--- src/rtl/nand_seq_pkg.sv ---
package nand_seq_pkg;
    typedef enum logic [2:0] {
        ST_IDLE, ST_CMD1, ST_ADDR, ST_DATA, ST_CMD2, ST_TWB, ST_RDY
    } seq_st_e;

    localparam logic [4:0] OFS_CMDA   = 5'd0;
    localparam logic [4:0] OFS_CMDB   = 5'd1;
    localparam logic [4:0] OFS_LEN    = 5'd2;
    localparam logic [4:0] OFS_COL    = 5'd3;
    localparam logic [4:0] OFS_PAGE   = 5'd4;
    localparam logic [4:0] OFS_STAT   = 5'd5;
    localparam logic [4:0] OFS_MASK   = 5'd6;
    localparam logic [4:0] OFS_ABORT  = 5'd7;
    localparam logic [4:0] OFS_ENGINE = 5'd8;

    localparam int STAT_CMD_DONE  = 31;
    localparam int STAT_DATA_DONE = 28;
endpackage

--- src/rtl/nand_seq_buf.sv ---
module nand_seq_buf #(
    parameter int DEPTH = 16,
    localparam int IDX_W = $clog2(DEPTH)
) (
    input  logic             clk,
    input  logic             we,
    input  logic [IDX_W-1:0] waddr,
    input  logic [7:0]       wdata,
    input  logic [IDX_W-1:0] raddr_a,
    output logic [7:0]       rdata_a,
    input  logic [IDX_W-1:0] raddr_b,
    output logic [7:0]       rdata_b
);
    logic [7:0] mem_q [DEPTH];

    always_ff @(posedge clk) begin
        if (we) mem_q[waddr] <= wdata;
    end

    assign rdata_a = mem_q[raddr_a];
    assign rdata_b = mem_q[raddr_b];
endmodule

--- src/rtl/nand_seq_fsm.sv ---
module nand_seq_fsm
    import nand_seq_pkg::*;
#(
    parameter int LEN_W   = 8,
    parameter int T_PULSE = 2,
    parameter int T_HOLD  = 1,
    parameter int T_WB    = 3,
    localparam int CNT_W  = $clog2(T_PULSE + T_HOLD + T_WB + 1)
) (
    input  logic             clk,
    input  logic             rst_n,
    input  logic             start,
    input  logic             abort,
    input  logic [7:0]       opcode1,
    input  logic [3:0]       addr_cnt,
    input  logic [63:0]      addr_bytes,
    input  logic             dir_rd,
    input  logic             dir_wr,
    input  logic             cs,
    input  logic             cmd2_en,
    input  logic [7:0]       cmd2_op,
    input  logic [LEN_W-1:0] len,
    input  logic             rb,
    input  logic [7:0]       dq_in,
    input  logic [7:0]       buf_rdata,
    output logic [LEN_W-1:0] buf_idx,
    output logic             buf_we,
    output logic             busy,
    output logic             cmd_done,
    output logic             data_done,
    output logic             cle,
    output logic             ale,
    output logic             we_n,
    output logic             re_n,
    output logic [1:0]       ce_n,
    output logic [7:0]       dq_out,
    output logic             dq_oe
);
    localparam logic [CNT_W-1:0] OP_LAST    = CNT_W'(T_PULSE + T_HOLD - 1);
    localparam logic [CNT_W-1:0] PULSE_LAST = CNT_W'(T_PULSE - 1);
    localparam logic [CNT_W-1:0] PULSE_CNT  = CNT_W'(T_PULSE);
    localparam logic [CNT_W-1:0] WB_LAST    = CNT_W'(T_WB - 1);

    typedef struct packed {
        seq_st_e          st;
        logic [CNT_W-1:0] cnt;
        logic [LEN_W-1:0] idx;
    } fsm_t;

    fsm_t    q, d;
    logic    op_last;
    seq_st_e after_wdata, after_addr;
    logic    wr_empty;

    always_comb begin
        d         = q;
        buf_we    = 1'b0;
        cmd_done  = 1'b0;
        data_done = 1'b0;
        op_last   = (q.cnt == OP_LAST);
        wr_empty  = dir_wr && (len == '0);
        after_wdata = cmd2_en ? ST_CMD2 : ST_TWB;
        after_addr  = (dir_wr && len != '0) ? ST_DATA : after_wdata;
        case (q.st)
            ST_IDLE: if (start) begin
                d.st  = ST_CMD1;
                d.cnt = '0;
                d.idx = '0;
            end
            ST_CMD1: begin
                d.cnt = q.cnt + 1'b1;
                if (op_last) begin
                    d.cnt = '0;
                    d.idx = '0;
                    if (addr_cnt != 4'd0) d.st = ST_ADDR;
                    else begin
                        d.st      = after_addr;
                        data_done = wr_empty;
                    end
                end
            end
            ST_ADDR: begin
                d.cnt = q.cnt + 1'b1;
                if (op_last) begin
                    d.cnt = '0;
                    if (q.idx == LEN_W'(addr_cnt - 4'd1)) begin
                        d.idx     = '0;
                        d.st      = after_addr;
                        data_done = wr_empty;
                    end else d.idx = q.idx + 1'b1;
                end
            end
            ST_DATA: begin
                d.cnt  = q.cnt + 1'b1;
                buf_we = dir_rd && (q.cnt == PULSE_LAST);
                if (op_last) begin
                    d.cnt = '0;
                    if (q.idx == len - 1'b1) begin
                        d.idx     = '0;
                        data_done = 1'b1;
                        if (dir_wr) d.st = after_wdata;
                        else begin
                            d.st     = ST_IDLE;
                            cmd_done = 1'b1;
                        end
                    end else d.idx = q.idx + 1'b1;
                end
            end
            ST_CMD2: begin
                d.cnt = q.cnt + 1'b1;
                if (op_last) begin
                    d.cnt = '0;
                    d.st  = ST_TWB;
                end
            end
            ST_TWB: begin
                d.cnt = q.cnt + 1'b1;
                if (q.cnt == WB_LAST) begin
                    d.cnt = '0;
                    d.st  = ST_RDY;
                end
            end
            ST_RDY: if (rb) begin
                d.cnt = '0;
                d.idx = '0;
                if (dir_rd && len != '0) d.st = ST_DATA;
                else begin
                    d.st      = ST_IDLE;
                    cmd_done  = 1'b1;
                    data_done = dir_rd;
                end
            end
            default: d = '0;
        endcase
        if (abort) begin
            d         = '0;
            cmd_done  = 1'b0;
            data_done = 1'b0;
        end
    end

    always_ff @(posedge clk or negedge rst_n) begin
        if (!rst_n) q <= '0;
        else        q <= d;
    end

    logic drive, low_phase;
    assign low_phase = (q.cnt < PULSE_CNT);
    assign drive     = (q.st == ST_CMD1) || (q.st == ST_CMD2) || (q.st == ST_ADDR)
                    || (q.st == ST_DATA && dir_wr);
    assign busy    = (q.st != ST_IDLE);
    assign cle     = (q.st == ST_CMD1) || (q.st == ST_CMD2);
    assign ale     = (q.st == ST_ADDR);
    assign we_n    = !(drive && low_phase);
    assign re_n    = !(q.st == ST_DATA && dir_rd && low_phase);
    assign dq_oe   = drive;
    assign ce_n    = !busy ? 2'b11 : (cs ? 2'b01 : 2'b10);
    assign buf_idx = q.idx;
    assign dq_out  = (q.st == ST_CMD1) ? opcode1 :
                     (q.st == ST_CMD2) ? cmd2_op :
                     (q.st == ST_ADDR) ? addr_bytes[{q.idx[2:0], 3'b000} +: 8] :
                     buf_rdata;

    AST_STROBE_EXCL: assert property (@(posedge clk) disable iff (!rst_n)
        !(!we_n && !re_n));
    AST_CLE_ALE_EXCL: assert property (@(posedge clk) disable iff (!rst_n)
        !(cle && ale));
    AST_READ_WHEN_READY: assert property (@(posedge clk) disable iff (!rst_n)
        !re_n |-> rb);
    AST_DATA_BOUND: assert property (@(posedge clk) disable iff (!rst_n)
        (q.st == ST_DATA) |-> (q.idx < len));
    AST_ABORT_IDLE: assert property (@(posedge clk) disable iff (!rst_n)
        abort |=> (!busy && ce_n == 2'b11 && we_n && re_n));
    AST_ONE_CHIP: assert property (@(posedge clk) disable iff (!rst_n)
        $countones(~ce_n) <= 1);
endmodule

--- src/rtl/nand_seq.sv ---
module nand_seq
    import nand_seq_pkg::*;
#(
    parameter int BUF_DEPTH = 16,
    parameter int LEN_W     = 8,
    parameter int T_PULSE   = 2,
    parameter int T_HOLD    = 1,
    parameter int T_WB      = 3,
    localparam int IDX_W    = $clog2(BUF_DEPTH)
) (
    input  logic        clk,
    input  logic        rst_n,
    input  logic        host_we,
    input  logic [5:0]  host_waddr,
    input  logic [31:0] host_wdata,
    input  logic [5:0]  host_raddr,
    output logic [31:0] host_rdata,
    output logic        irq,
    output logic        fl_cle,
    output logic        fl_ale,
    output logic        fl_we_n,
    output logic        fl_re_n,
    output logic [1:0]  fl_ce_n,
    output logic [7:0]  fl_dq_out,
    output logic        fl_dq_oe,
    input  logic [7:0]  fl_dq_in,
    input  logic        fl_rb
);
    typedef struct packed {
        logic [31:0]      ctl1;
        logic [31:0]      ctl2;
        logic [LEN_W-1:0] len;
        logic [15:0]      col;
        logic [23:0]      page;
        logic [31:0]      stat;
        logic [31:0]      mask;
    } regs_t;

    regs_t q, d;
    logic start, abort, busy, cmd_done, data_done, eng_we, reg_we;
    logic [LEN_W-1:0] eng_idx;
    logic [7:0] buf_host_rd, buf_eng_rd;
    logic [3:0] addr_cnt;

    assign reg_we = host_we && !host_waddr[5];

    always_comb begin
        d     = q;
        start = 1'b0;
        abort = 1'b0;
        if (reg_we) begin
            case (host_waddr[4:0])
                OFS_CMDA: if (!busy) begin
                    d.ctl1 = host_wdata;
                    start  = host_wdata[31];
                end
                OFS_CMDB:  d.ctl2 = host_wdata;
                OFS_LEN:   d.len  = host_wdata[LEN_W-1:0];
                OFS_COL:   d.col  = host_wdata[15:0];
                OFS_PAGE:  d.page = host_wdata[23:0];
                OFS_STAT:  d.stat = q.stat & ~host_wdata;
                OFS_MASK:  d.mask = host_wdata;
                OFS_ABORT: abort  = host_wdata[0];
                default: ;
            endcase
        end
        if (cmd_done)  d.stat[STAT_CMD_DONE]  = 1'b1;
        if (data_done) d.stat[STAT_DATA_DONE] = 1'b1;
        if (cmd_done && q.ctl1[25]) d.ctl2[30] = 1'b0;
    end

    always_ff @(posedge clk or negedge rst_n) begin
        if (!rst_n) q <= '0;
        else        q <= d;
    end

    // address cycle count: explicit field, else one for a read, else none
    assign addr_cnt = q.ctl1[30] ? ({1'b0, q.ctl1[29:27]} + 4'd1)
                                 : (q.ctl1[26] ? 4'd1 : 4'd0);

    nand_seq_fsm #(
        .LEN_W(LEN_W), .T_PULSE(T_PULSE), .T_HOLD(T_HOLD), .T_WB(T_WB)
    ) i_fsm (
        .clk(clk), .rst_n(rst_n), .start(start), .abort(abort),
        .opcode1(q.ctl1[7:0]), .addr_cnt(addr_cnt),
        .addr_bytes({24'b0, q.page, q.col}),
        .dir_rd(q.ctl1[26]), .dir_wr(q.ctl1[25]), .cs(q.ctl1[19]),
        .cmd2_en(q.ctl2[8]), .cmd2_op(q.ctl2[7:0]), .len(q.len),
        .rb(fl_rb), .dq_in(fl_dq_in), .buf_rdata(buf_eng_rd),
        .buf_idx(eng_idx), .buf_we(eng_we), .busy(busy),
        .cmd_done(cmd_done), .data_done(data_done),
        .cle(fl_cle), .ale(fl_ale), .we_n(fl_we_n), .re_n(fl_re_n),
        .ce_n(fl_ce_n), .dq_out(fl_dq_out), .dq_oe(fl_dq_oe)
    );

    nand_seq_buf #(.DEPTH(BUF_DEPTH)) i_buf (
        .clk(clk),
        .we(eng_we || (host_we && host_waddr[5])),
        .waddr(eng_we ? eng_idx[IDX_W-1:0] : host_waddr[IDX_W-1:0]),
        .wdata(eng_we ? fl_dq_in : host_wdata[7:0]),
        .raddr_a(host_raddr[IDX_W-1:0]), .rdata_a(buf_host_rd),
        .raddr_b(eng_idx[IDX_W-1:0]), .rdata_b(buf_eng_rd)
    );

    always_comb begin
        host_rdata = '0;
        if (host_raddr[5]) host_rdata = {24'b0, buf_host_rd};
        else begin
            case (host_raddr[4:0])
                OFS_CMDA:   host_rdata = q.ctl1;
                OFS_CMDB:   host_rdata = q.ctl2;
                OFS_LEN:    host_rdata = 32'(q.len);
                OFS_COL:    host_rdata = {16'b0, q.col};
                OFS_PAGE:   host_rdata = {8'b0, q.page};
                OFS_STAT:   host_rdata = q.stat;
                OFS_MASK:   host_rdata = q.mask;
                OFS_ENGINE: host_rdata = {31'b0, busy};
                default:    host_rdata = '0;
            endcase
        end
    end

    assign irq = |(q.stat & q.mask);

    AST_START_IGNORED: assert property (@(posedge clk) disable iff (!rst_n)
        (busy && reg_we && host_waddr[4:0] == OFS_CMDA) |=> $stable(q.ctl1));
    AST_W1C_DATA: assert property (@(posedge clk) disable iff (!rst_n)
        (reg_we && host_waddr[4:0] == OFS_STAT && host_wdata[STAT_DATA_DONE] && !data_done)
        |=> !q.stat[STAT_DATA_DONE]);
    AST_DONE_SETS: assert property (@(posedge clk) disable iff (!rst_n)
        cmd_done |=> q.stat[STAT_CMD_DONE]);
endmodule

--- config.mk ---
export PLATFORM = sky130hd
export DESIGN_NAME = nand_seq
export DESIGN_NICKNAME = d
export VERILOG_FILES = /design/src/rtl/nand_seq_pkg.sv /design/src/rtl/nand_seq_buf.sv /design/src/rtl/nand_seq_fsm.sv /design/src/rtl/nand_seq.sv
export SDC_FILE = /design/constraint.sdc
export NUM_CORES = 1
export LEC_CHECK = 0
export BUFFER_PORTS_ARGS = -buffer_cell sky130_fd_sc_hd__buf_4
export CORE_MARGIN = 2
export CORE_UTILIZATION = 30
export DETAILED_ROUTE_END_ITERATION = 16
export HOLD_SLACK_MARGIN = 0.05
export PLACE_DENSITY_LB_ADDON = 0.2
export SYNTH_ARGS = -nofsm -noshare
export SYNTH_HDL_FRONTEND = slang
export SYNTH_SLANG_ARGS = --single-unit
--- constraint.sdc ---
create_clock -name clk -period 3.1 [get_ports clk]
set_clock_uncertainty 0.05 [all_clocks]
set_input_delay 0.31 -clock clk [delete_from_list [all_inputs] [get_ports clk]]
set_output_delay 0.31 -clock clk [all_outputs]
set_load 0.05 [all_outputs]
==> out/qor.yml, run 1 <==
outcome: "complete, but fails checks"
violations: "setup timing"
vias: 11400
clock_latency_ps: 560
synth_edf_count: 128
grt_antenna_before_repair: 1
ys_async_sr_fraction: 0.597
ant_nets: 0
num_rows: 84
combPwrFrac: 0.277
crit_top_cell: "mux4_2"
final_cells: 2055
cts-buffers-inserted: 37
start_util: 0.304
grt_max_degree: 90
internal-power_w: 0.00906
path_max_fanout: 7
hold_path.class: "primary input to flop"
crit_chain: "buf_12 -> bufbuf_16 -> mux4_2 -> mux4_2 -> o221ai_2 -> a21oi_2 -> buf_6"
routed_wl_um: 53300
end_kind: "output port"
port_buffers: 103
core_area_mm2: 0.0527
h-tree-depth: 2
drc_errors: 0
setup_slack_ps: -184
track_usage: 0.191
dp_cells: 1945
synth_flop_cell: "dfrtp_1"
drive_gt1_frac: 0.376
p_clk_frac: 0.352
drt_iter0_drc: 1015
die_height_um: 235
seq_area_frac_synth: 0.538
cp_slowest_cell: "mux4_2"
leakage_nw: 7.71
path_clk_slew_ps: 60
synth_cell_types: 75
critical_path_class: "flop to output port"
avgSynthCellArea_um2: 13.7
globalplace.congestion: 0.857
rsz0062_at_grt: "yes"
synthesis.nets: 1232
clock.fmax_mhz: 304
max_cap_violations: 0
grt_pass1_vias: 11600
clock_path_buffers: 3
fin_crit_sh: 1.06
grt_overflow_total: 0
cp.required_ps: 2740
fin_util: 0.377
clkSinkCount: 318
drtPass1Iterations: 5
synth_seq_cells: 318
netSwitchingFraction: 0.328
num-nets-final: 1400
p_seq_frac: 0.371
timing.slew.headroom: 0.486
drv_slew: 0
syn_inst: 1171
antennaDiodeCount: 0
setup-violations-final: 8
yosysWarningCount: 0
die_area_mm2: 0.0552
fin_crit_ps: 3280
cts_root_buffer: "clkbuf_16"
finalHoldViolCount: 0
ir_worst_vdd_v: 0.000366
syn_area_mm2: 0.0160
ios: 104
powerDensity_mw_per_mm2: 678
arrival_ps: 2920
cts_tree: "built"
via_per_inst: 5.55
hpwl_um: 35900
switching_power_w: 0.00441
avgRoutedWirePerCell_um: 26.0
critPathLaunchType: "flop"
area_delta_synth_final_pct: 24.3
cpPeakStageDelay_ps: 550
die_w_um: 235
grt_pass1_wl_um: 79500
tightest_slew_ps: 772
[cell families (layout without fill, tap and decap cells)]
| group | after synthesis | in the layout | share of synthesized area |
|---|---|---|---|
| AND/OR/NAND/NOR | 209 | 209 | 0.0643 |
| multiplexers | 245 | 245 | 0.234 |
| flip-flops | 318 | 318 | 0.538 |
| adder cells (fa/ha/maj) | 5 | 5 | 0.00391 |
| buffers and inverters | 95 | 291 | 0.0279 |
| XOR/XNOR | 14 | 14 | 0.00767 |
| AO/OA/AOI/OAI | 285 | 285 | 0.125 |
[power groups by stage]
| stage | combinational, W | sequential (W) | clock, W |
|---|---|---|---|
| finish | 0.00373 | 0.00500 | 0.00474 |
| global route | 0.00395 | 0.00504 | 0.00503 |
| global placement | 0.00328 | 0.00508 | 0 |
| CTS | 0.00360 | 0.00500 | 0.00484 |
| detailed placement | 0.00330 | 0.00509 | 0 |
| floorplan | 0.00220 | 0.00494 | 0 |
[worst max-delay path, delay by kind of cell, from the launching register on]
family | cells | cell delay (ps)
multiplexers | 2 | 1040
buffers and inverters | 3 | 580
flip-flops | 1 | 450
AO/OA/AOI/OAI | 2 | 300
[stage by stage]
step                area, um2  power [W]  hold slack (ps)  TNS, ps  worst slack (ps)
global placement        17900    0.00836              401        0               253
global route            19900     0.0140              217    -1570              -257
CTS                     19800     0.0134              156    -1370              -202
floorplan               16000    0.00714            -35.6        0              19.9
detailed placement      17900    0.00839              393        0               246
finish                  19900     0.0135              182     -986              -184
[metal layers]
metal  up-vias  share of wire  GRT usage
met5         -        0.00013          0
met4         2          0.020     0.0443
met3        72          0.039     0.0277
met2       315           0.51      0.337
met1      6028           0.43      0.248
li1       4980              -          -
[path summary, 6_finish.rpt]
path | from | end | slack, ps | depth (start not counted)
worst max-delay path | i_fsm.buf_idx[0] | fl_dq_out[2] | -180 | 7
worst min-delay path | fl_rb | q[142] | 180 | 4
worst max register to register | i_fsm.q[12] | i_buf.mem_q[5][6] | 300 | 9
worst min register to register | q[123] | q[123] | 460 | 1
max in group asynchronous | rst_n | i_fsm.buf_idx[0] | 1820 | 3
min in group asynchronous | rst_n | q[162] | 370 | 2
[state kept, by name, summed over array words and instances, names as in the netlist]
register and flops:
i_buf.mem_q 128, i_fsm.buf_idx 8, i_fsm.q 6, q 176
[cells in the final DEF (no fill, tap or decap), types with 30 or more instances in the layout]
cell,n
clkbuf_16,38
dlygate4sd3_1,33
nor2_1,55
buf_4,151
mux4_2,88
mux2_2,148
nand2_1,62
a22oi_1,86
dfrtp_1,189
edfxtp_1,128
a21oi_1,34
a21boi_0,30
[synth_stat cells, drive strengths merged (7+ instances only)]
library cell	number	share of area
clkbuf	55	0.017
mux4	88	0.12
edfxtp	128	0.24
buf	27	0.0080
xor2	8	0.0044
mux2	149	0.10
nor3	14	0.0047
a22oi	86	0.040
nand2	65	0.016
nor2	58	0.014
a221o	13	0.0081
inv	12	0.0028
o221ai	7	0.0038
mux2i	8	0.0050
a31oi	26	0.010
dfrtp	190	0.30
a21oi	43	0.014
o21ai	42	0.013
nand3	17	0.0053
a21boi	30	0.014
nand4	8	0.0031
[timing repair]
item	4_1_cts	5_1_grt
gates resized for setup	27	14
pin swaps	3	7
hold endpoints to repair	246	0
endpoints found under the setup margin	9	9
buffers inserted	5	2
hold buffers	33	0
gates cloned	2	1
[layout make-up]
class	instances	area (um2)
Fill cell	5016	32800
Sequential cell	318	8600
Tap cell	688	861
Inverter	13	48.8
Clock inverter	18	290
Multi-Input combinational cell	758	7090
Clock buffer	49	1020
Timing Repair Buffer	211	1960
(Power assumes the default switching activity.)
==> run 2: changes to the inputs <==
MAX_ROUTING_LAYER = met4   (was not set)
==> out/qor.yml, run 2 (synthesis results as in run 1) <==
port_buffers: 103  # unchanged
clock.fmax_mhz: 304  # -0.29%
final_cells: 2056  # +0.049%
critPathLaunchType: "flop"
fillerInstances: 5016  # unchanged
die_w_um: 235  # unchanged
largest_register: "q"
ios: 104  # unchanged
ir_worst_vdd_v: 0.000368  # +0.53%
fin_crit_ps: 3290  # +9.53 ps
h-tree-depth: 2  # unchanged
grt_antenna_before_repair: 1  # unchanged
cts_tree: "built"
multi_input_area_mm2: 0.00709  # unchanged
routed_wl_um: 53300  # about the same
grt_max_degree: 90  # unchanged
drive_gt1_frac: 0.376  # unchanged
violations: "setup timing"
num-nets-final: 1400  # unchanged
drv_slew: 0  # unchanged
max_cap_violations: 0  # unchanged
setup-violations-final: 8  # unchanged
end_kind: "output port"
outcome: "complete, but fails checks"
num_rows: 84  # unchanged
area_delta_synth_final_pct: 24.3  # about the same
final_common_cell: "dfrtp_1"
cp.required_ps: 2740  # about the same
tightest_slew_ps: 769  # -2.46 ps
arrival_ps: 2930  # about the same
avgRoutedWirePerCell_um: 25.9  # about the same
grt_overflow_total: 0  # unchanged
timing.slew.headroom: 0.487  # +0.00164
clock_path_buffers: 3  # unchanged
hpwl_um: 35900  # unchanged
rsz0062_at_grt: "yes"
seq_area_mm2: 0.00860  # unchanged
clock_latency_ps: 570  # about the same
setup_slack_ps: -194  # -9.53 ps
hold_path.class: "primary input to flop"
leakage_nw: 7.71  # about the same
fin_total_pwr_w: 0.0135  # +0.18%
globalplace.congestion: 0.871  # +1.6%
start_util: 0.304  # unchanged
die_area_mm2: 0.0552  # unchanged
powerDensity_mw_per_mm2: 679  # +0.17%
via_per_inst: 5.51  # -0.62%
die_height_um: 235  # unchanged
drc_errors: 0  # unchanged
drt_iter0_drc: 1041  # +2.6%
finalHoldViolCount: 0  # unchanged
grt_pass1_wl_um: 79600  # +0.10%
clkSinkCount: 318  # unchanged
largest_reg_flops: 176  # unchanged
layout_common_cells: "189 x dfrtp_1, 151 x buf_4, 148 x mux2_2"
vias: 11300  # -0.57%
drtPass1Iterations: 5  # unchanged
cts-buffers-inserted: 37  # unchanged
path_max_fanout: 7  # unchanged
critical_path_class: "flop to output port"
path_clk_slew_ps: 60  # about the same
grt_pass1_vias: 11600  # -0.17%
core_area_mm2: 0.0527  # unchanged
ant_nets: 0  # unchanged
track_usage: 0.197  # +0.00582
fin_crit_sh: 1.06  # +0.00307
cts_root_buffer: "clkbuf_16"
dp_cells: 1945  # unchanged
[run 2: cell count changes in the layout (fill, tap and decap cells not counted), sizes merged]
cell	change
diode	+1
[run 2: final cells by class]
cell class,instances,area share
Antenna cell,1,0.000126
Clock buffer,49,0.0514
Clock inverter,18,0.0146
Inverter,13,0.00245
Multi-Input combinational cell,758,0.357
Sequential cell,318,0.433
Tap cell,688,0.0433
Timing Repair Buffer,211,0.0987
[run 2: metal layers]
metal | GRT usage | up-vias | wire length [um]
li1 | - | 4974 | -
met2 | 0.335 | 273 | 27300
met1 | 0.249 | 6022 | 23000
met4 | 0.0443 | 0 | 984
met3 | 0.0276 | 63 | 2020
met5 | - | - | 0
[run 2: path summary, 6_finish.rpt]
kind,startpoint,end,slack [ps],cells after the start
worst max-delay path,i_fsm.buf_idx[0],fl_dq_out[2],-190,7
worst min-delay path,fl_rb,q[142],180,4
worst max register to register,i_fsm.q[12],i_buf.mem_q[5][6],290,9
worst min register to register,q[157],q[157],460,1
max in group asynchronous,rst_n,i_fsm.buf_idx[0],1830,3
min in group asynchronous,rst_n,q[162],360,2
[run 2: repair_timing]
item                       4_1_cts  5_1_grt
setup endpoints to repair        9        9
hold endpoints to repair       246        0
hold buffers                    33        0
cloned                           2        1
gates resized for setup         27       14
pin swaps                        3        7
buffers inserted                 5        2
[run 2: metrics by stage]
step / cell area [um2] / TNS [ps] / hold slack, ps / utilization / setup slack [ps]
finish: 19900 / -1000 / 184 / 0.378 / -194
global placement: 17900 / 0 / 401 / 0.340 / 253
floorplan: 16000 / 0 / -35.6 / - / 19.9
CTS: 19800 / -1370 / 156 / 0.376 / -202
global route: 19900 / -1560 / 217 / 0.378 / -257
detailed placement: 17900 / 0 / 393 / 0.340 / 246
[run 2: report_power, final]
part | internal (W) | leakage, nW | switching [W]
combinational | 0.00145 | 3.37 | 0.00228
clock | 0.00292 | 0.640 | 0.00185
sequential | 0.00470 | 3.70 | 0.000307
total | 0.00906 | 7.71 | 0.00444
[run 2: critical path: stages (launching register included)]
cell and delay (ps):
dfrtp_4 440, buf_12 140, bufbuf_16 280, mux4_2 500, mux4_2 550, o221ai_2 200
a21oi_2 100, buf_6 160
